`config.mk`:
```
export PLATFORM = sky130hd
export DESIGN_NAME = adc_link_bringup_seq
export DESIGN_NICKNAME = d
export VERILOG_FILES = /design/src/rtl/adc_bringup_pkg.sv /design/src/rtl/bu_delay_timer.sv /design/src/rtl/bu_k_select.sv /design/src/rtl/bu_script_rom.sv /design/src/rtl/adc_link_bringup_seq.sv
export SDC_FILE = /design/constraint.sdc
export NUM_CORES = 1
export LEC_CHECK = 0
export ABC_AREA = 1
export BUFFER_PORTS_ARGS = -buffer_cell sky130_fd_sc_hd__buf_2
export CAP_MARGIN = 20
export CORE_ASPECT_RATIO = 0.8
export CORE_MARGIN = 1
export CORE_UTILIZATION = 30
export CTS_CLUSTER_DIAMETER = 40
export DETAILED_ROUTE_END_ITERATION = 8
export GPL_TIMING_DRIVEN = 0
export PLACE_DENSITY = 0.46
export SYNTH_ARGS = -nofsm -noshare
export SYNTH_HDL_FRONTEND = slang
export SYNTH_SLANG_ARGS = --single-unit
```
`constraint.sdc`:
```
create_clock -name clk -period 56.5 [get_ports clk]
set_input_delay 5.65 -clock clk [delete_from_list [all_inputs] [get_ports clk]]
set_output_delay 5.65 -clock clk [all_outputs]
set_load 0.05 [all_outputs]
```
`src/rtl/adc_bringup_pkg.sv`:
```
package adc_bringup_pkg;

  typedef enum logic [2:0] {
    ST_IDLE, ST_PWR, ST_RST, ST_POST, ST_WR, ST_SYNC
  } seq_state_t;

  typedef struct packed {
    logic [3:0]  bank;
    logic [11:0] offs;
    logic [7:0]  data;
  } wr_step_t;

  localparam int NSTEP = 28;

  // minimum time in ns -> cycles, rounded up, never below one
  function automatic longint ns_to_cycles(longint ns, longint hz);
    longint c;
    c = (ns * hz + 64'd999_999_999) / 64'd1_000_000_000;
    return (c < 1) ? 64'd1 : c;
  endfunction

  // highest reference-pulse frequency allowed for a given K
  function automatic logic [27:0] ref_limit(int unsigned frame_hz, logic [4:0] k);
    return 28'(frame_hz / (32'(k) + 32'd1));
  endfunction

  function automatic logic [4:0] default_k(logic two_lane);
    return two_lane ? 5'd4 : 5'd8;
  endfunction

endpackage

```
`src/rtl/bu_delay_timer.sv`:
```
module bu_delay_timer #(
  parameter int CW = 17
) (
  input  logic          clk,
  input  logic          rst_n,
  input  logic          run,
  input  logic [CW-1:0] limit,
  output logic          fire
);
  logic [CW-1:0] cnt;

  assign fire = run && (cnt == limit - CW'(1));

  always_ff @(posedge clk) begin
    if (!rst_n || !run || fire) cnt <= '0;
    else                        cnt <= cnt + CW'(1);
  end

  p_cnt_below_limit_r2: assert property (@(posedge clk) disable iff (!rst_n)
    run |-> (cnt < limit));

endmodule

```
`src/rtl/bu_k_select.sv`:
```
module bu_k_select (
  input  logic       two_lane,
  input  logic [4:0] k_ovr,
  output logic [4:0] k_eff
);
  import adc_bringup_pkg::*;

  assign k_eff = (k_ovr == 5'd0) ? default_k(two_lane) : k_ovr;

  always_comb begin
    a_k_nonzero_r7: assert (k_eff != 5'd0);
  end

endmodule

```
`src/rtl/bu_script_rom.sv`:
```
module bu_script_rom #(
  parameter int IW = 5
) (
  input  logic [IW-1:0]                 idx,
  input  logic                          two_lane,
  input  logic                          high_pass,
  input  logic [4:0]                    k_val,
  output adc_bringup_pkg::wr_step_t     step
);
  import adc_bringup_pkg::*;

  logic [7:0] lane_dig, lane_ana, filt;

  assign lane_dig = two_lane  ? 8'h02 : 8'h01;
  assign lane_ana = two_lane  ? 8'h02 : 8'h00;
  assign filt     = high_pass ? 8'h16 : 8'h12;

  always_comb begin
    case (idx)
      // soft reset and page cleanup
      5'd0:  step = '{4'h0, 12'h000, 8'h81};
      5'd1:  step = '{4'h4, 12'h001, 8'h00};
      5'd2:  step = '{4'h4, 12'h002, 8'h00};
      5'd3:  step = '{4'h4, 12'h003, 8'h00};
      5'd4:  step = '{4'h4, 12'h004, 8'h68};
      5'd5:  step = '{4'h6, 12'h0F7, 8'h01};
      5'd6:  step = '{4'h6, 12'h000, 8'h01};
      5'd7:  step = '{4'h6, 12'h000, 8'h00};
      // performance
      5'd8:  step = '{4'h0, 12'h011, 8'h80};
      5'd9:  step = '{4'h0, 12'h059, 8'h20};
      // lane mode
      5'd10: step = '{4'h4, 12'h003, 8'h00};
      5'd11: step = '{4'h4, 12'h004, 8'h69};
      5'd12: step = '{4'h6, 12'h000, 8'h80};
      5'd13: step = '{4'h6, 12'h001, lane_dig};
      5'd14: step = '{4'h4, 12'h003, 8'h00};
      5'd15: step = '{4'h4, 12'h004, 8'h6A};
      5'd16: step = '{4'h6, 12'h016, lane_ana};
      // filter and apply pulse
      5'd17: step = '{4'h4, 12'h003, 8'h00};
      5'd18: step = '{4'h4, 12'h004, 8'h68};
      5'd19: step = '{4'h6, 12'h052, 8'h80};
      5'd20: step = '{4'h6, 12'h072, 8'h08};
      5'd21: step = '{4'h6, 12'h04D, 8'h08};
      5'd22: step = '{4'h6, 12'h041, filt};
      5'd23: step = '{4'h6, 12'h000, 8'h01};
      5'd24: step = '{4'h6, 12'h000, 8'h00};
      // K
      5'd25: step = '{4'h4, 12'h003, 8'h00};
      5'd26: step = '{4'h4, 12'h004, 8'h69};
      5'd27: step = '{4'h6, 12'h006, {3'b000, k_val}};
      default: step = '{4'h0, 12'h000, 8'h00};
    endcase
  end

endmodule

```
`src/rtl/adc_link_bringup_seq.sv`:
```
module adc_link_bringup_seq #(
  parameter longint      CLK_HZ       = 125_000_000,
  parameter longint      PWRON_NS     = 1_000_000,
  parameter longint      RST_NS       = 10,
  parameter longint      POST_NS      = 100,
  parameter int          SYNC_LOW_CYC = 64,
  parameter int unsigned FRAME_HZ     = 250_000_000
) (
  input  logic        clk,
  input  logic        rst_n,
  input  logic        start_i,
  input  logic        pwr_good_i,
  input  logic        lane2_i,
  input  logic        hpf_i,
  input  logic [4:0]  k_ovr_i,
  output logic        adc_rst_o,
  output logic        wr_req_o,
  output logic [3:0]  wr_bank_o,
  output logic [11:0] wr_offs_o,
  output logic [7:0]  wr_data_o,
  input  logic        wr_ack_i,
  output logic        sync_o,
  output logic        busy_o,
  output logic        done_o,
  output logic [4:0]  k_applied_o,
  output logic [27:0] ref_max_hz_o
);
  import adc_bringup_pkg::*;

  localparam int PWR_CYC  = int'(ns_to_cycles(PWRON_NS, CLK_HZ));
  localparam int RST_CYC  = int'(ns_to_cycles(RST_NS, CLK_HZ));
  localparam int POST_CYC = int'(ns_to_cycles(POST_NS, CLK_HZ));
  localparam int MAX_A    = (PWR_CYC > RST_CYC) ? PWR_CYC : RST_CYC;
  localparam int MAX_B    = (POST_CYC > SYNC_LOW_CYC) ? POST_CYC : SYNC_LOW_CYC;
  localparam int MAXC     = (MAX_A > MAX_B) ? MAX_A : MAX_B;
  localparam int CW       = $clog2(MAXC + 1);
  localparam int IW       = $clog2(NSTEP);

  seq_state_t    state;
  logic [IW-1:0] idx;
  logic          lane2_q, hpf_q;
  logic [4:0]    k_eff;
  logic          sync_q, done_q;
  wr_step_t      step;

  // named internal events
  logic          start_ok, timer_run, timer_fire, step_accept, last_step;
  logic [CW-1:0] timer_limit;

  assign start_ok    = (state == ST_IDLE) && start_i;
  assign step_accept = (state == ST_WR) && wr_ack_i;
  assign last_step   = (idx == IW'(NSTEP - 1));
  assign timer_run   = ((state == ST_PWR) && pwr_good_i) || (state == ST_RST) ||
                       (state == ST_POST) || (state == ST_SYNC);

  always_comb begin
    case (state)
      ST_PWR:  timer_limit = CW'(PWR_CYC);
      ST_RST:  timer_limit = CW'(RST_CYC);
      ST_POST: timer_limit = CW'(POST_CYC);
      ST_SYNC: timer_limit = CW'(SYNC_LOW_CYC);
      default: timer_limit = CW'(1);
    endcase
  end

  bu_delay_timer #(.CW(CW)) u_timer (
    .clk   (clk),
    .rst_n (rst_n),
    .run   (timer_run),
    .limit (timer_limit),
    .fire  (timer_fire)
  );

  bu_k_select u_ksel (
    .two_lane (lane2_i),
    .k_ovr    (k_ovr_i),
    .k_eff    (k_eff)
  );

  bu_script_rom #(.IW(IW)) u_rom (
    .idx       (idx),
    .two_lane  (lane2_q),
    .high_pass (hpf_q),
    .k_val     (k_applied_o),
    .step      (step)
  );

  always_ff @(posedge clk) begin
    if (!rst_n) begin
      state       <= ST_IDLE;
      idx         <= '0;
      lane2_q     <= 1'b0;
      hpf_q       <= 1'b0;
      k_applied_o <= 5'd8;
      sync_q      <= 1'b0;
      done_q      <= 1'b0;
    end else begin
      case (state)
        ST_IDLE: if (start_ok) begin
          state       <= ST_PWR;
          lane2_q     <= lane2_i;
          hpf_q       <= hpf_i;
          k_applied_o <= k_eff;
          sync_q      <= 1'b0;
          done_q      <= 1'b0;
        end
        ST_PWR:  if (timer_fire) state <= ST_RST;
        ST_RST:  if (timer_fire) state <= ST_POST;
        ST_POST: if (timer_fire) begin
          state <= ST_WR;
          idx   <= '0;
        end
        ST_WR: if (step_accept) begin
          if (last_step) state <= ST_SYNC;
          else           idx   <= idx + IW'(1);
        end
        ST_SYNC: if (timer_fire) begin
          state  <= ST_IDLE;
          sync_q <= 1'b1;
          done_q <= 1'b1;
        end
        default: state <= ST_IDLE;
      endcase
    end
  end

  assign adc_rst_o    = (state == ST_RST);
  assign wr_req_o     = (state == ST_WR);
  assign wr_bank_o    = step.bank;
  assign wr_offs_o    = step.offs;
  assign wr_data_o    = step.data;
  assign sync_o       = sync_q;
  assign done_o       = done_q;
  assign busy_o       = (state != ST_IDLE);
  assign ref_max_hz_o = ref_limit(FRAME_HZ, k_applied_o);

  p_req_hold_r6: assert property (@(posedge clk) disable iff (!rst_n)
    wr_req_o && !wr_ack_i |=> wr_req_o && $stable(wr_bank_o) &&
                              $stable(wr_offs_o) && $stable(wr_data_o));

  p_no_write_in_reset_r3: assert property (@(posedge clk) disable iff (!rst_n)
    adc_rst_o |-> !wr_req_o);

  p_busy_done_excl_r10: assert property (@(posedge clk) disable iff (!rst_n)
    !(busy_o && done_o));

  p_k_held_r10: assert property (@(posedge clk) disable iff (!rst_n)
    busy_o |=> $stable(k_applied_o));

  p_sync_after_end_r9: assert property (@(posedge clk) disable iff (!rst_n)
    sync_o |-> !busy_o && !adc_rst_o);

  p_k_nonzero_r7: assert property (@(posedge clk) disable iff (!rst_n)
    k_applied_o != 5'd0);

endmodule

```
==> results of run 1 <==
repair_timing:
action,4_1_cts,5_1_grt
setup endpoints to repair,5,3
gates resized for setup,137,196
buffers inserted,54,80
gates cloned,0,2
pin swaps,44,92
cell type report:
| class | instances | area share (%) |
|---|---|---|
| sequential | 33 | 2.07 |
| inverter | 760 | 9.24 |
| clock inverter | 1 | 0.0233 |
| timing repair buffer | 205 | 4.43 |
| buffer | 72 | 2.64 |
| tap | 1212 | 4.71 |
| clock buffer | 7 | 0.412 |
| multi-input combinational | 4125 | 76.5 |
state kept, by name, summed over array words and instances, names as in the netlist:
register,flops
u_timer.cnt,17
idx,5
k_applied_o,5
state,3
done_o,1
hpf_q,1
lane2_q,1
Yosys cell counts (53+ instances only):
cell | n | area, sq um
sky130_fd_sc_hd__nand2_2 | 233 | 1460
sky130_fd_sc_hd__a21oi_1 | 170 | 851
sky130_fd_sc_hd__xnor2_1 | 77 | 674
sky130_fd_sc_hd__nand3_1 | 394 | 1970
sky130_fd_sc_hd__nor3_1 | 53 | 265
sky130_fd_sc_hd__nand2_4 | 96 | 1080
sky130_fd_sc_hd__ha_1 | 154 | 1930
sky130_fd_sc_hd__o21ai_0 | 164 | 821
sky130_fd_sc_hd__xor2_1 | 100 | 876
sky130_fd_sc_hd__nand3_2 | 119 | 1190
sky130_fd_sc_hd__nand4_1 | 158 | 988
sky130_fd_sc_hd__nor2_1 | 566 | 2120
sky130_fd_sc_hd__nand2_1 | 1356 | 5090
sky130_fd_sc_hd__inv_2 | 67 | 251
sky130_fd_sc_hd__inv_1 | 652 | 2450
sky130_fd_sc_hd__nor2_2 | 109 | 682
sky130_fd_sc_hd__nor2_4 | 56 | 631
sky130_fd_sc_hd__nand3b_1 | 57 | 428
placed cells by master, fill, tap and decap left out, types with 12 or more instances in the layout:
| master | netlist | layout |
|---|---|---|
| sky130_fd_sc_hd__nand2_4 | 96 | 98 |
| sky130_fd_sc_hd__ha_4 | 0 | 23 |
| sky130_fd_sc_hd__nand3_4 | 36 | 41 |
| sky130_fd_sc_hd__o21ai_1 | 38 | 63 |
| sky130_fd_sc_hd__ha_1 | 154 | 115 |
| sky130_fd_sc_hd__nand3_1 | 394 | 389 |
| sky130_fd_sc_hd__ha_2 | 0 | 16 |
| sky130_fd_sc_hd__o21ai_0 | 164 | 103 |
| sky130_fd_sc_hd__inv_2 | 67 | 75 |
| sky130_fd_sc_hd__nand3b_1 | 57 | 57 |
| sky130_fd_sc_hd__buf_2 | 2 | 68 |
| sky130_fd_sc_hd__nor2_1 | 566 | 556 |
| sky130_fd_sc_hd__buf_8 | 10 | 12 |
| sky130_fd_sc_hd__xor2_1 | 100 | 100 |
| sky130_fd_sc_hd__o211ai_1 | 14 | 14 |
| sky130_fd_sc_hd__o21bai_1 | 19 | 18 |
| sky130_fd_sc_hd__buf_6 | 18 | 23 |
| sky130_fd_sc_hd__dfxtp_1 | 33 | 31 |
| sky130_fd_sc_hd__a21oi_2 | 7 | 49 |
| sky130_fd_sc_hd__buf_4 | 19 | 146 |
| sky130_fd_sc_hd__nand3_2 | 119 | 119 |
| sky130_fd_sc_hd__nand2_2 | 233 | 245 |
| sky130_fd_sc_hd__buf_12 | 7 | 12 |
| sky130_fd_sc_hd__xnor2_1 | 77 | 76 |
| sky130_fd_sc_hd__inv_1 | 652 | 638 |
| sky130_fd_sc_hd__nand4_1 | 158 | 158 |
| sky130_fd_sc_hd__a21oi_1 | 170 | 119 |
| sky130_fd_sc_hd__nand2_1 | 1356 | 1340 |
| sky130_fd_sc_hd__nor2_2 | 109 | 109 |
| sky130_fd_sc_hd__o21ai_2 | 23 | 50 |
| sky130_fd_sc_hd__nor3_1 | 53 | 52 |
| sky130_fd_sc_hd__clkinv_1 | 19 | 19 |
| sky130_fd_sc_hd__nor2_4 | 56 | 66 |
path summary, 6_finish.rpt:
check                           slack [ps]               to  cells after the start      startpoint
worst min-delay path                   490            hpf_q                      2           hpf_q
worst min register to register         490            hpf_q                      2           hpf_q
worst max-delay path                  3110  ref_max_hz_o[0]                    332  k_applied_o[0]
worst max register to register       52460  u_timer.cnt[16]                     16        state[1]
through the flow:
stage	utilization, %	worst slack (ps)	instances	cell area [sq um]	hold WS (ps)
after floorplan	-	1090	4990	27800	441
after global placement	32.4	-10400	6269	29700	468
after detailed placement	32.5	-8570	6272	29700	476
after CTS	33.6	5.08	6333	30700	484
after global routing	35.2	-339	6415	32200	517
final	35.2	3110	6415	32200	486
worst max-delay path: cells and delay by family, from the launching register on:
family / cells / cell delay, ps
simple gates: 143 / 16280
compound gates: 76 / 11740
fa+ha+maj: 31 / 9320
buf+inv: 81 / 9300
flops: 1 / 400
xor+xnor: 1 / 150
per-layer routing:
metal	part of all wire, %	global-route usage [%]	vias to the layer above
met1	55	31.4	14100
met5	0	0	-
met3	3.3	1.04	14
li1	-	-	16500
met4	0.18	0.764	0
met2	42	30.3	501
logic make-up (layout without fill, tap and decap cells):
group	Yosys count	in the layout
other	2	7
adders and majority gates	154	154
AOI/OAI and AO/OA	501	501
buffers and inverters	833	1045
DFF	33	33
xor gates and xnor gates	178	178
and+or+nand+nor	3284	3285
==> impl_table.tex, run 1 <==
\begin{tabular}{lr}
\hline
Metric & Value \\
\hline
\multicolumn{2}{l}{\textbf{Global routing}} \\
\quad Number of antenna violations at the first check in global routing & 0 \\
\quad Global-route wire length before repair & 154 mm \\
\quad Maximum number of pins on one net before global-route repair & 32 \\
\quad Global Route Usage Sum & approximately a fifth \\
\quad Via count of the first global-routing pass & 28500 \\
\quad Total grt overflow & 0 \\
\multicolumn{2}{l}{\textbf{Synthesis}} \\
\quad Share of the yosys chip area belonging to registers & $\sim$2.4\% \\
\quad Multiplexer area fraction after synthesis & 0\% \\
\quad Average size of a mapped cell & between 5 and 6 sq um \\
\quad Parity-gate share of the synthesized area counting xor and xnor cells & 5.64\% \\
\quad Share of async-settable or async-resettable flops after synthesis & 0\% \\
\quad Cell area after synthesis & roughly 0.028 sq mm \\
\quad Compound-Gate Fraction of Synth Area & between 10\% and 20\% \\
\quad Count of flip-flops with a built-in enable after synthesis & 0 \\
\quad Leading register cell type out of synthesis & sky130\_fd\_sc\_hd\_\_dfxtp\_1 \\
\quad Dominant combinational cell family by area after synthesis & simple AND/OR/NAND/NOR gates \\
\quad FF+latch count, synth & 33 \\
\quad Post-synthesis share of cell area spent on and, or, nand and nor gates & between 60\% and 70\% \\
\quad Synthesis Warnings & 0 \\
\quad Cell variety after synth & 76 \\
\quad Synth Area in Adders & 6.94\% \\
\quad Synthesized instance count & approximately 5000 \\
\multicolumn{2}{l}{\textbf{Cells and area}} \\
\quad Fraction of layout instances using a drive strength above 1 & 24.3\% \\
\quad Nets & around 5400 \\
\quad Area Growth Syn to Fin & 15.9\% \\
\quad Count of filler cells inserted in the layout & approximately 10000 \\
\quad Total inserted antenna cells & 0 \\
\quad Multi-input gate area in the final layout & between 0.02 and 0.025 sq mm \\
\quad Footprint of the flip-flops and latches & 668 sq um \\
\multicolumn{2}{l}{\textbf{Min path}} \\
\quad Type of the worst min-delay path & reg2reg \\
\multicolumn{2}{l}{\textbf{Detailed routing}} \\
\quad Total via count after detailed routing & between 30000 and 40000 \\
\quad Post-detailed-route count of antenna-violating nets & 0 \\
\quad DRT iter0 DRCs & 2104 \\
\quad Routed Wire Length & between 90 and 100 mm \\
\quad DRC violations left & 0 \\
\quad Drt wl/cell & about 15 um \\
\quad Pre-antenna DRT Iters & 8 \\
\quad Vias per cell & just under 5 \\
\multicolumn{2}{l}{\textbf{Worst setup path}} \\
\quad Kind of end point of the critical path & output pin \\
\quad CP peak stage delay & $\sim$400 ps \\
\quad Kind of critical path & reg2out \\
\quad Arrival time reported for the critical path endpoint & 47740 ps \\
\quad Crit Path Max Fanout & 10 \\
\quad Most Frequent Cell on Critical Path & sky130\_fd\_sc\_hd\_\_nand2\_1 \\
\quad Max stage delay cell, worst path & sky130\_fd\_sc\_hd\_\_dfxtp\_4 \\
\quad Crit start category & register \\
\quad Required arrival time at the worst endpoint & roughly 51000 ps \\
\multicolumn{2}{l}{\textbf{Floorplan}} \\
\quad Die Y-Extent & roughly 270 um \\
\quad Row count & 99 \\
\quad Initial core utilization & 30.4\% \\
\quad Boundary pin count & between 70 and 80 \\
\quad Die Wd & between 300 and 400 um \\
\quad Placeable Area & $\sim$0.091 sq mm \\
\quad Die Outline Area & 0.0938 sq mm \\
\multicolumn{2}{l}{\textbf{STA}} \\
\quad Number of hold violations in the final report & 0 \\
\quad Worst relative slew slack & 38.3\% \\
\quad Worst-Margin Slew & a little over 900 ps \\
\quad Achievable frequency & $\sim$0.019 GHz \\
\quad Minimum period implied by the final worst setup slack & between 50000 and 60000 ps \\
\quad Setup Viol. Count Final & 0 \\
\quad Setup TNS Final & 0 ps \\
\quad Final critical-path share of the clock period & 94.5\% \\
\quad Worst clock skew & 10.1 ps \\
\quad Count of pins over their slew limit & 0 \\
\multicolumn{2}{l}{\textbf{Clocking}} \\
\quad Insertion delay to the later sink of the worst-skew pair & roughly 280 ps \\
\quad Clock Root Buffer & sky130\_fd\_sc\_hd\_\_clkbuf\_16 \\
\quad CTS Hold Buffers Added & 0 \\
\quad Clock tree buffer depth & 2 \\
\quad Deepest level of the CTS H-tree & 2 \\
\quad Number of sinks on the clock net & 33 \\
\quad CTS tree & yes \\
\quad TritonCTS buffer count & 5 \\
\quad Clock slew at reported path FFs & 60 ps \\
\multicolumn{2}{l}{\textbf{Placement}} \\
\quad Placed wire-length estimate & between 80 and 90 mm \\
\quad Count of buffers from port buffering & 67 \\
\quad Routability cong. & around 0.9 \\
\multicolumn{2}{l}{\textbf{Flow run}} \\
\quad Count of maximum capacitance violations & 0 \\
\multicolumn{2}{l}{\textbf{Outcome}} \\
\quad Status & finished, final reports clean \\
\hline
\end{tabular}
Power of run 1 is left out: the tool's default activity adds up to more than one toggle a clock period on the data nets, which glitch-free logic cannot reach.
==> run 2: changes to the inputs <==
==> constraint.sdc (replaced) <==
create_clock -name clk -period 60.8 [get_ports clk]
set_input_delay 6.08 -clock clk [delete_from_list [all_inputs] [get_ports clk]]
set_output_delay 6.08 -clock clk [all_outputs]
set_load 0.05 [all_outputs]
==> impl_table.tex, run 2 (synthesis gave the netlist of run 1 again) <==
\begin{tabular}{lr}
\hline
Metric & Value \\
\hline
\multicolumn{2}{l}{\textbf{Outcome}} \\
\quad Status & complete, but fails checks \\
\quad Failing checks & DRC \\
\multicolumn{2}{l}{\textbf{STA}} \\
\quad Final critical-path share of the clock period & between 90 and 100\% \\
\quad Count of pins over their slew limit & 0 (unchanged) \\
\quad Minimum period implied by the final worst setup slack & 57120 ps \\
\quad Worst relative slew slack & 38.3\% (-0.063 points) \\
\quad Number of hold violations in the final report & 0 (unchanged) \\
\quad Setup Viol. Count Final & 0 (unchanged) \\
\quad Worst-Margin Slew & 926 ps (+0.947 ps) \\
\quad Worst clock skew & 10.7 ps (+0.694 ps) \\
\quad Achievable frequency & between 0.015 and 0.02 GHz \\
\multicolumn{2}{l}{\textbf{Detailed routing}} \\
\quad Post-detailed-route count of antenna-violating nets & 0 (unchanged) \\
\quad Pre-antenna DRT Iters & 7 (-1) \\
\quad DRC violations left & 2 (+2) \\
\quad Vias per cell & 4.82 (-0.37\%) \\
\quad Routed Wire Length & 94.9 mm (-2.1\%) \\
\quad Total via count after detailed routing & 30600 (-1.5\%) \\
\quad DRT iter0 DRCs & 2121 (+0.81\%) \\
\quad Drt wl/cell & 15.0 um (-1.1\%) \\
\multicolumn{2}{l}{\textbf{Flow run}} \\
\quad Count of maximum capacitance violations & 0 (unchanged) \\
\multicolumn{2}{l}{\textbf{Floorplan}} \\
\quad Row count & 99 (unchanged) \\
\quad Die Wd & 342 um (unchanged) \\
\quad Die Outline Area & 0.0938 sq mm (unchanged) \\
\quad Die Y-Extent & 274 um (unchanged) \\
\quad Placeable Area & 0.0914 sq mm (unchanged) \\
\quad Initial core utilization & 30.4\% (unchanged) \\
\quad Boundary pin count & 74 (unchanged) \\
\multicolumn{2}{l}{\textbf{Cells and area}} \\
\quad Multi-input gate area in the final layout & 0.0239 sq mm (-2.9\%) \\
\quad Register containing the most flip-flops in the final layout & u\_timer.cnt \\
\quad Largest registers ranked by flip-flop count & u\_timer.cnt (17), idx (5), k\_applied\_o (5) \\
\quad Final Util & 33.8\% (-1.5 points) \\
\quad Nets & 5298 (-1.3\%) \\
\quad Fraction of layout instances using a drive strength above 1 & 21.6\% (-2.7 points) \\
\quad Count of filler cells inserted in the layout & 10500 (+0.77\%) \\
\quad Footprint of the flip-flops and latches & 666 sq um (-0.37\%) \\
\quad Most common library cell in the layout ignoring fill and taps & sky130\_fd\_sc\_hd\_\_nand2\_1 \\
\quad Total inserted antenna cells & 0 (unchanged) \\
\quad Area Growth Syn to Fin & 11.1\% \\
\quad Most frequent cells in the layout & sky130\_fd\_sc\_hd\_\_nand2\_1 (1351), sky130\_fd\_sc\_hd\_\_inv\_1 (641), sky130\_fd\_sc\_hd\_\_nor2\_1 (562) \\
\quad Max reg flops & 17 (unchanged) \\
\multicolumn{2}{l}{\textbf{Worst setup path}} \\
\quad Most Frequent Cell on Critical Path & sky130\_fd\_sc\_hd\_\_nand2\_1 \\
\quad Arrival time reported for the critical path endpoint & 51040 ps (+3300 ps) \\
\quad Max stage delay cell, worst path & sky130\_fd\_sc\_hd\_\_o21ai\_0 \\
\quad Kind of critical path & reg2out \\
\quad Crit Path Max Fanout & 10 (unchanged) \\
\quad Crit start category & register \\
\quad Kind of end point of the critical path & output pin \\
\quad CP peak stage delay & 510 ps (+110 ps) \\
\quad Required arrival time at the worst endpoint & 54720 ps (+3870 ps) \\
\multicolumn{2}{l}{\textbf{Clocking}} \\
\quad Number of sinks on the clock net & 33 (unchanged) \\
\quad Clock tree buffer depth & 2 (unchanged) \\
\quad Clock Root Buffer & sky130\_fd\_sc\_hd\_\_clkbuf\_16 \\
\quad TritonCTS buffer count & 5 (unchanged) \\
\quad Deepest level of the CTS H-tree & 2 (unchanged) \\
\quad CTS Hold Buffers Added & 0 (unchanged) \\
\quad Clock slew at reported path FFs & 60 ps (about the same) \\
\quad CTS tree & yes \\
\quad Insertion delay to the later sink of the worst-skew pair & 280 ps (about the same) \\
\multicolumn{2}{l}{\textbf{Min path}} \\
\quad Type of the worst min-delay path & reg2reg \\
\multicolumn{2}{l}{\textbf{Placement}} \\
\quad Count of buffers from port buffering & 67 (unchanged) \\
\quad Routability cong. & 0.897 (unchanged) \\
\quad Placed wire-length estimate & 80.4 mm (unchanged) \\
\multicolumn{2}{l}{\textbf{Global routing}} \\
\quad Number of antenna violations at the first check in global routing & 0 (unchanged) \\
\quad Global Route Usage Sum & 19.7\% (-0.17 points) \\
\quad Via count of the first global-routing pass & 28200 (-0.99\%) \\
\quad Total grt overflow & 0 (unchanged) \\
\quad Global-route wire length before repair & 153 mm (-0.83\%) \\
\quad Maximum number of pins on one net before global-route repair & 32 (unchanged) \\
\hline
\end{tabular}
run 2: worst paths after layout:
path	to	cells after the start	from	slack, ps
worst min-delay path	u_timer.cnt[0]	1	u_timer.cnt[0]	490
worst max-delay path	ref_max_hz_o[0]	328	k_applied_o[0]	3680
worst max register to register	u_timer.cnt[16]	16	state[1]	56770
worst min register to register	u_timer.cnt[0]	1	u_timer.cnt[0]	490
run 2: layout make-up:
cell class	instances	area share, %
Clock inverter	1	0.0243
Tap cell	1212	4.91
Timing Repair Buffer	136	2.88
Buffer	72	2.52
Sequential cell	33	2.16
Clock buffer	7	0.430
Inverter	760	9.60
Multi-Input combinational cell	4124	77.5
run 2: per-layer routing:
metal	GRT usage [%]	share of wire, %	wire (um)
met5	0	0	0
met4	0.752	0.23	222
met3	1.03	3.5	3350
met2	29.9	41	39000
met1	31.2	55	52300
run 2: stage by stage:
stage / hold WS [ps] / area, sq um / setup TNS (ps) / setup slack (ps) / std cells
final: 485 / 30900 / 0 / 3680 / 6345
after global routing: 517 / 30900 / -119 / -119 / 6345
after CTS: 484 / 30100 / 0 / 2.13 / 6291
after detailed placement: 476 / 29700 / -9240 / -4700 / 6272
after global placement: 468 / 29700 / -15050 / -6530 / 6269
after floorplan: 441 / 27800 / 0 / 4960 / 4990
run 2: timing repair:
item / 4_1_cts / 5_1_grt
gates resized for setup: 62 / 107
endpoints found under the setup margin: 3 / 3
pin swaps: 10 / 45
setup buffers: 11 / 55
run 2: critical path, delay by kind of cell, from the launching register on:
kind	cells	cell delay [ps]
simple gates	139	16500
buf+inv	77	9500
flops	1	380
xor+xnor	1	150
compound gates	80	13670
fa+ha+maj	31	10320
Power of run 2 is left out for the same reason.
==> run 3: changes to the inputs <==
--- a/config.mk
+++ b/config.mk
@@ -5,7 +5,6 @@
 export SDC_FILE = /design/constraint.sdc
 export NUM_CORES = 1
 export LEC_CHECK = 0
-export ABC_AREA = 1
 export BUFFER_PORTS_ARGS = -buffer_cell sky130_fd_sc_hd__buf_2
 export CAP_MARGIN = 20
 export CORE_ASPECT_RATIO = 0.8
==> impl_table.tex, run 3 <==
\begin{tabular}{lr}
\hline
Metric & Value \\
\hline
\multicolumn{2}{l}{\textbf{Outcome}} \\
\quad Status & complete, but fails checks \\
\quad Failing checks & setup timing \\
\multicolumn{2}{l}{\textbf{STA}} \\
\quad Worst relative slew slack & 20.8\% (-17 points) \\
\quad Setup Viol. Count Final & 5 (+5) \\
\quad Count of pins over their slew limit & 0 (unchanged) \\
\quad Achievable frequency & 0.0143 GHz (-19\%) \\
\quad Setup TNS Final & -30030 ps (-30030 ps) \\
\quad Setup repair after global routing missed its margin & yes \\
\quad Worst-Margin Slew & 1190 ps (+262 ps) \\
\quad Minimum period implied by the final worst setup slack & 70100 ps (+12980 ps) \\
\quad Worst clock skew & 6.10 ps (-4.65 ps) \\
\quad Number of hold violations in the final report & 0 (unchanged) \\
\quad Final critical-path share of the clock period & 115\% (+21 points) \\
\quad Fin worst setup slack & -9300 ps (-12980 ps) \\
\multicolumn{2}{l}{\textbf{Worst setup path}} \\
\quad Worst flop-to-flop path endpoint & idx[3] \\
\quad Most Frequent Cell on Critical Path & sky130\_fd\_sc\_hd\_\_buf\_4 \\
\quad Kind of end point of the critical path & output pin \\
\quad Required arrival time at the worst endpoint & 54720 ps (about the same) \\
\quad R2r worst-path depth & 18 (+2) \\
\quad Max stage delay cell, worst path & sky130\_fd\_sc\_hd\_\_or4\_4 \\
\quad Crit start category & register \\
\quad Crit Path Max Fanout & 9 (-1) \\
\quad CP peak stage delay & 580 ps (+70 ps) \\
\quad Arrival time reported for the critical path endpoint & 64020 ps (+12980 ps) \\
\quad Register-to-Register Setup Slack & 56820 ps (+50 ps) \\
\quad Kind of critical path & reg2out \\
\quad Startpoint of the lowest-slack register-to-register path & state[0] \\
\multicolumn{2}{l}{\textbf{Synthesis}} \\
\quad Count of flip-flops with a built-in enable after synthesis & 0 (unchanged) \\
\quad Synthesized instance count & 3939 (-21\%) \\
\quad Cell variety after synth & 143 (+88\%) \\
\quad Leading register cell type out of synthesis & sky130\_fd\_sc\_hd\_\_dfxtp\_1 \\
\quad Share of async-settable or async-resettable flops after synthesis & 0\% (unchanged) \\
\quad Library cell with the highest instance count after synthesis & sky130\_fd\_sc\_hd\_\_nor2\_1 \\
\quad Synthesis Warnings & 0 (unchanged) \\
\quad Most area-consuming cells after synthesis & sky130\_fd\_sc\_hd\_\_ha\_1 (7.3\%), sky130\_fd\_sc\_hd\_\_a21oi\_1 (6.0\%), sky130\_fd\_sc\_hd\_\_nor2\_1 (5.9\%), sky130\_fd\_sc\_hd\_\_xnor2\_1 (5.7\%), sky130\_fd\_sc\_hd\_\_nand2\_1 (4.6\%) \\
\quad FF+latch count, synth & 33 (unchanged) \\
\quad Cell area after synthesis & 0.0264 sq mm (-4.9\%) \\
\quad Area fraction of the dominant cell type after synthesis & 7.29\% (-11 points) \\
\quad Most used standard cells in the synthesized netlist & sky130\_fd\_sc\_hd\_\_nor2\_1 (418), sky130\_fd\_sc\_hd\_\_nand2\_1 (321), sky130\_fd\_sc\_hd\_\_a21oi\_1 (315), sky130\_fd\_sc\_hd\_\_o21ai\_0 (211), sky130\_fd\_sc\_hd\_\_xnor2\_1 (171) \\
\quad Most area-hungry cell type in the Yosys netlist & sky130\_fd\_sc\_hd\_\_ha\_1 \\
\quad Share of the yosys chip area belonging to registers & 2.50\% (+0.12 points) \\
\quad Average size of a mapped cell & 6.71 sq um (+20\%) \\
\multicolumn{2}{l}{\textbf{Clocking}} \\
\quad TritonCTS buffer count & 5 (unchanged) \\
\quad Clock slew at reported path FFs & 50 ps (about the same) \\
\quad Insertion delay to the later sink of the worst-skew pair & 270 ps (about the same) \\
\quad Clock tree buffer depth & 2 (unchanged) \\
\quad Clock Root Buffer & sky130\_fd\_sc\_hd\_\_clkbuf\_16 \\
\quad CTS Hold Buffers Added & 0 (unchanged) \\
\quad Deepest level of the CTS H-tree & 2 (unchanged) \\
\quad Number of sinks on the clock net & 33 (unchanged) \\
\quad CTS tree & yes \\
\multicolumn{2}{l}{\textbf{Detailed routing}} \\
\quad Met1 Routed Length & 59.2 mm (+13\%) \\
\quad Detailed route wirelength on metal2 & 48.4 mm (+24\%) \\
\quad DRT iter0 DRCs & 2756 (+30\%) \\
\quad Highest metal layer with signal wires & met4 \\
\quad DR WL met3 & 5.70 mm (+70\%) \\
\quad Drt wl/cell & 19.7 um (+32\%) \\
\quad DRC violations left & 0 (-2) \\
\quad Post-detailed-route count of antenna-violating nets & 0 (unchanged) \\
\quad Pre-antenna DRT Iters & 6 (-1) \\
\quad Total via count after detailed routing & 34200 (+12\%) \\
\quad Vias per cell & 5.89 (+22\%) \\
\quad Routed Wire Length & 115 mm (+21\%) \\
\multicolumn{2}{l}{\textbf{Cells and area}} \\
\quad Max reg flops & 17 (unchanged) \\
\quad Most frequent cells in the layout & sky130\_fd\_sc\_hd\_\_buf\_4 (643), sky130\_fd\_sc\_hd\_\_nor2\_1 (373), sky130\_fd\_sc\_hd\_\_nand2\_1 (297) \\
\quad Area Growth Syn to Fin & 40.4\% \\
\quad Nets & 4843 (-8.6\%) \\
\quad Total inserted antenna cells & 0 (unchanged) \\
\quad Count of filler cells inserted in the layout & 8928 (-15\%) \\
\quad Register containing the most flip-flops in the final layout & u\_timer.cnt \\
\quad Number of standard cells in the final layout excluding fillers & 5805 (-8.5\%) \\
\quad Fraction of layout instances using a drive strength above 1 & 29.9\% (+8.3 points) \\
\quad Most common library cell in the layout ignoring fill and taps & sky130\_fd\_sc\_hd\_\_buf\_4 \\
\quad Largest registers ranked by flip-flop count & u\_timer.cnt (17), idx (5), k\_applied\_o (5) \\
\multicolumn{2}{l}{\textbf{Global routing}} \\
\quad Maximum number of pins on one net before global-route repair & 30 (-6.3\%) \\
\quad Via count of the first global-routing pass & 31900 (+13\%) \\
\quad Total grt overflow & 0 (unchanged) \\
\quad Number of antenna violations at the first check in global routing & 2 (+2) \\
\quad Global Route Usage Sum & 24.4\% (+4.7 points) \\
\quad Global-route wire length before repair & 180 mm (+18\%) \\
\multicolumn{2}{l}{\textbf{Floorplan}} \\
\quad Boundary pin count & 74 (unchanged) \\
\quad Initial core utilization & 30.6\% (+0.17 points) \\
\quad Placeable Area & 0.0865 sq mm (-5.4\%) \\
\quad Die Y-Extent & 267 um (-2.4\%) \\
\quad Die Wd & 334 um (-2.4\%) \\
\quad Row count & 96 (-3.0\%) \\
\quad Die Outline Area & 0.0893 sq mm (-4.8\%) \\
\multicolumn{2}{l}{\textbf{Min path}} \\
\quad End of the worst hold path & hpf\_q \\
\quad Type of the worst min-delay path & reg2reg \\
\quad Worst Hold Depth & 2 (+1) \\
\quad Hold path start & hpf\_q \\
\multicolumn{2}{l}{\textbf{Placement}} \\
\quad Placed wire-length estimate & 83.7 mm (+4.2\%) \\
\quad Placed cell count & 5150 (-18\%) \\
\quad Count of buffers from port buffering & 67 (unchanged) \\
\quad Routability cong. & 0.876 (-2.3\%) \\
\multicolumn{2}{l}{\textbf{Flow run}} \\
\quad Count of maximum capacitance violations & 0 (unchanged) \\
\hline
\end{tabular}
[run 3: cell types whose count changed after synthesis, sizes merged, moves of 74 or more]
cell    change
clkbuf     +74
xnor2      +94
nand4     -103
nand2    -1363
a21oi     +141
nor2      -315
nand3     -411
inv       -624
a21o       +98
nand2b     +89
o21a       +74
[run 3: kinds of logic (layout without fill, tap and decap cells)]
| kind of cell | Yosys count | after routing | share of synthesized area (%) |
|---|---|---|---|
| adder cells (fa/ha/maj) | 155 | 155 | 7.33 |
| multiplexers | 110 | 110 | 4.49 |
| AND/OR/NAND/NOR | 1656 | 1656 | 33.4 |
| AO/OA/AOI/OAI | 1429 | 1429 | 38.3 |
| other | 2 | 7 | 0.0284 |
| buffers and inverters | 270 | 1004 | 4.47 |
| XOR/XNOR | 284 | 284 | 9.51 |
| flip-flops | 33 | 33 | 2.50 |
[run 3: metal layers]
metal	track usage, %	vias to the layer above
met5	0	-
met4	3.04	0
met3	1.85	104
li1	-	16700
met1	37.4	16500
met2	37.3	930
[run 3: worst max-delay path: cells and delay by family (launching register included)]
| kind | cells | cell delay (ps) |
|---|---|---|
| AO/OA/AOI/OAI | 120 | 19350 |
| flip-flops | 1 | 390 |
| adder cells (fa/ha/maj) | 26 | 7160 |
| AND/OR/NAND/NOR | 104 | 19500 |
| buffers and inverters | 113 | 14150 |
| multiplexers | 9 | 2630 |
| XOR/XNOR | 2 | 430 |
[run 3: timing repair]
item	4_1_cts	5_1_grt
endpoints found under the setup margin	9	7
pin swaps	240	178
cloned	1	0
gates resized for setup	331	147
setup buffers	561	97
hold endpoints to repair	0	0
[run 3: final cells by class]
| type | instances | area (sq um) | share of cell area, % |
|---|---|---|---|
| Buffer | 155 | 1480 | 4.00 |
| Clock buffer | 6 | 129 | 0.347 |
| Clock inverter | 2 | 10.0 | 0.0270 |
| Inverter | 106 | 479 | 1.29 |
| Multi-Input combinational cell | 3641 | 27300 | 73.6 |
| Sequential cell | 33 | 668 | 1.80 |
| Tap cell | 1127 | 1410 | 3.80 |
| Timing Repair Buffer | 735 | 5600 | 15.1 |
[run 3: metrics by stage]
| stage | setup slack, ps | area, sq um | util [%] | hold WS [ps] |
|---|---|---|---|---|
| final | -9300 | 37100 | 42.9 | 467 |
| after global routing | -11910 | 37100 | 42.9 | 506 |
| after CTS | -9200 | 35700 | 41.3 | 470 |
| after detailed placement | -22720 | 29800 | 34.4 | 461 |
| after global placement | -23130 | 29600 | 34.2 | 462 |
| after floorplan | -11200 | 27800 | - | 443 |
[run 3: worst max-delay path by stage]
stage / start / end / slack, ps / cells past startpoint
final: k_applied_o[0] / ref_max_hz_o[0] / -9300 / 374
after global routing: k_applied_o[0] / ref_max_hz_o[0] / -11910 / 383
after CTS: k_applied_o[0] / ref_max_hz_o[0] / -9200 / 374
after detailed placement: k_applied_o[0] / ref_max_hz_o[0] / -22720 / 354
after global placement: k_applied_o[0] / ref_max_hz_o[0] / -23130 / 354
after floorplan: k_applied_o[0] / ref_max_hz_o[0] / -11200 / 383
Power of run 3 is left out for the same reason.
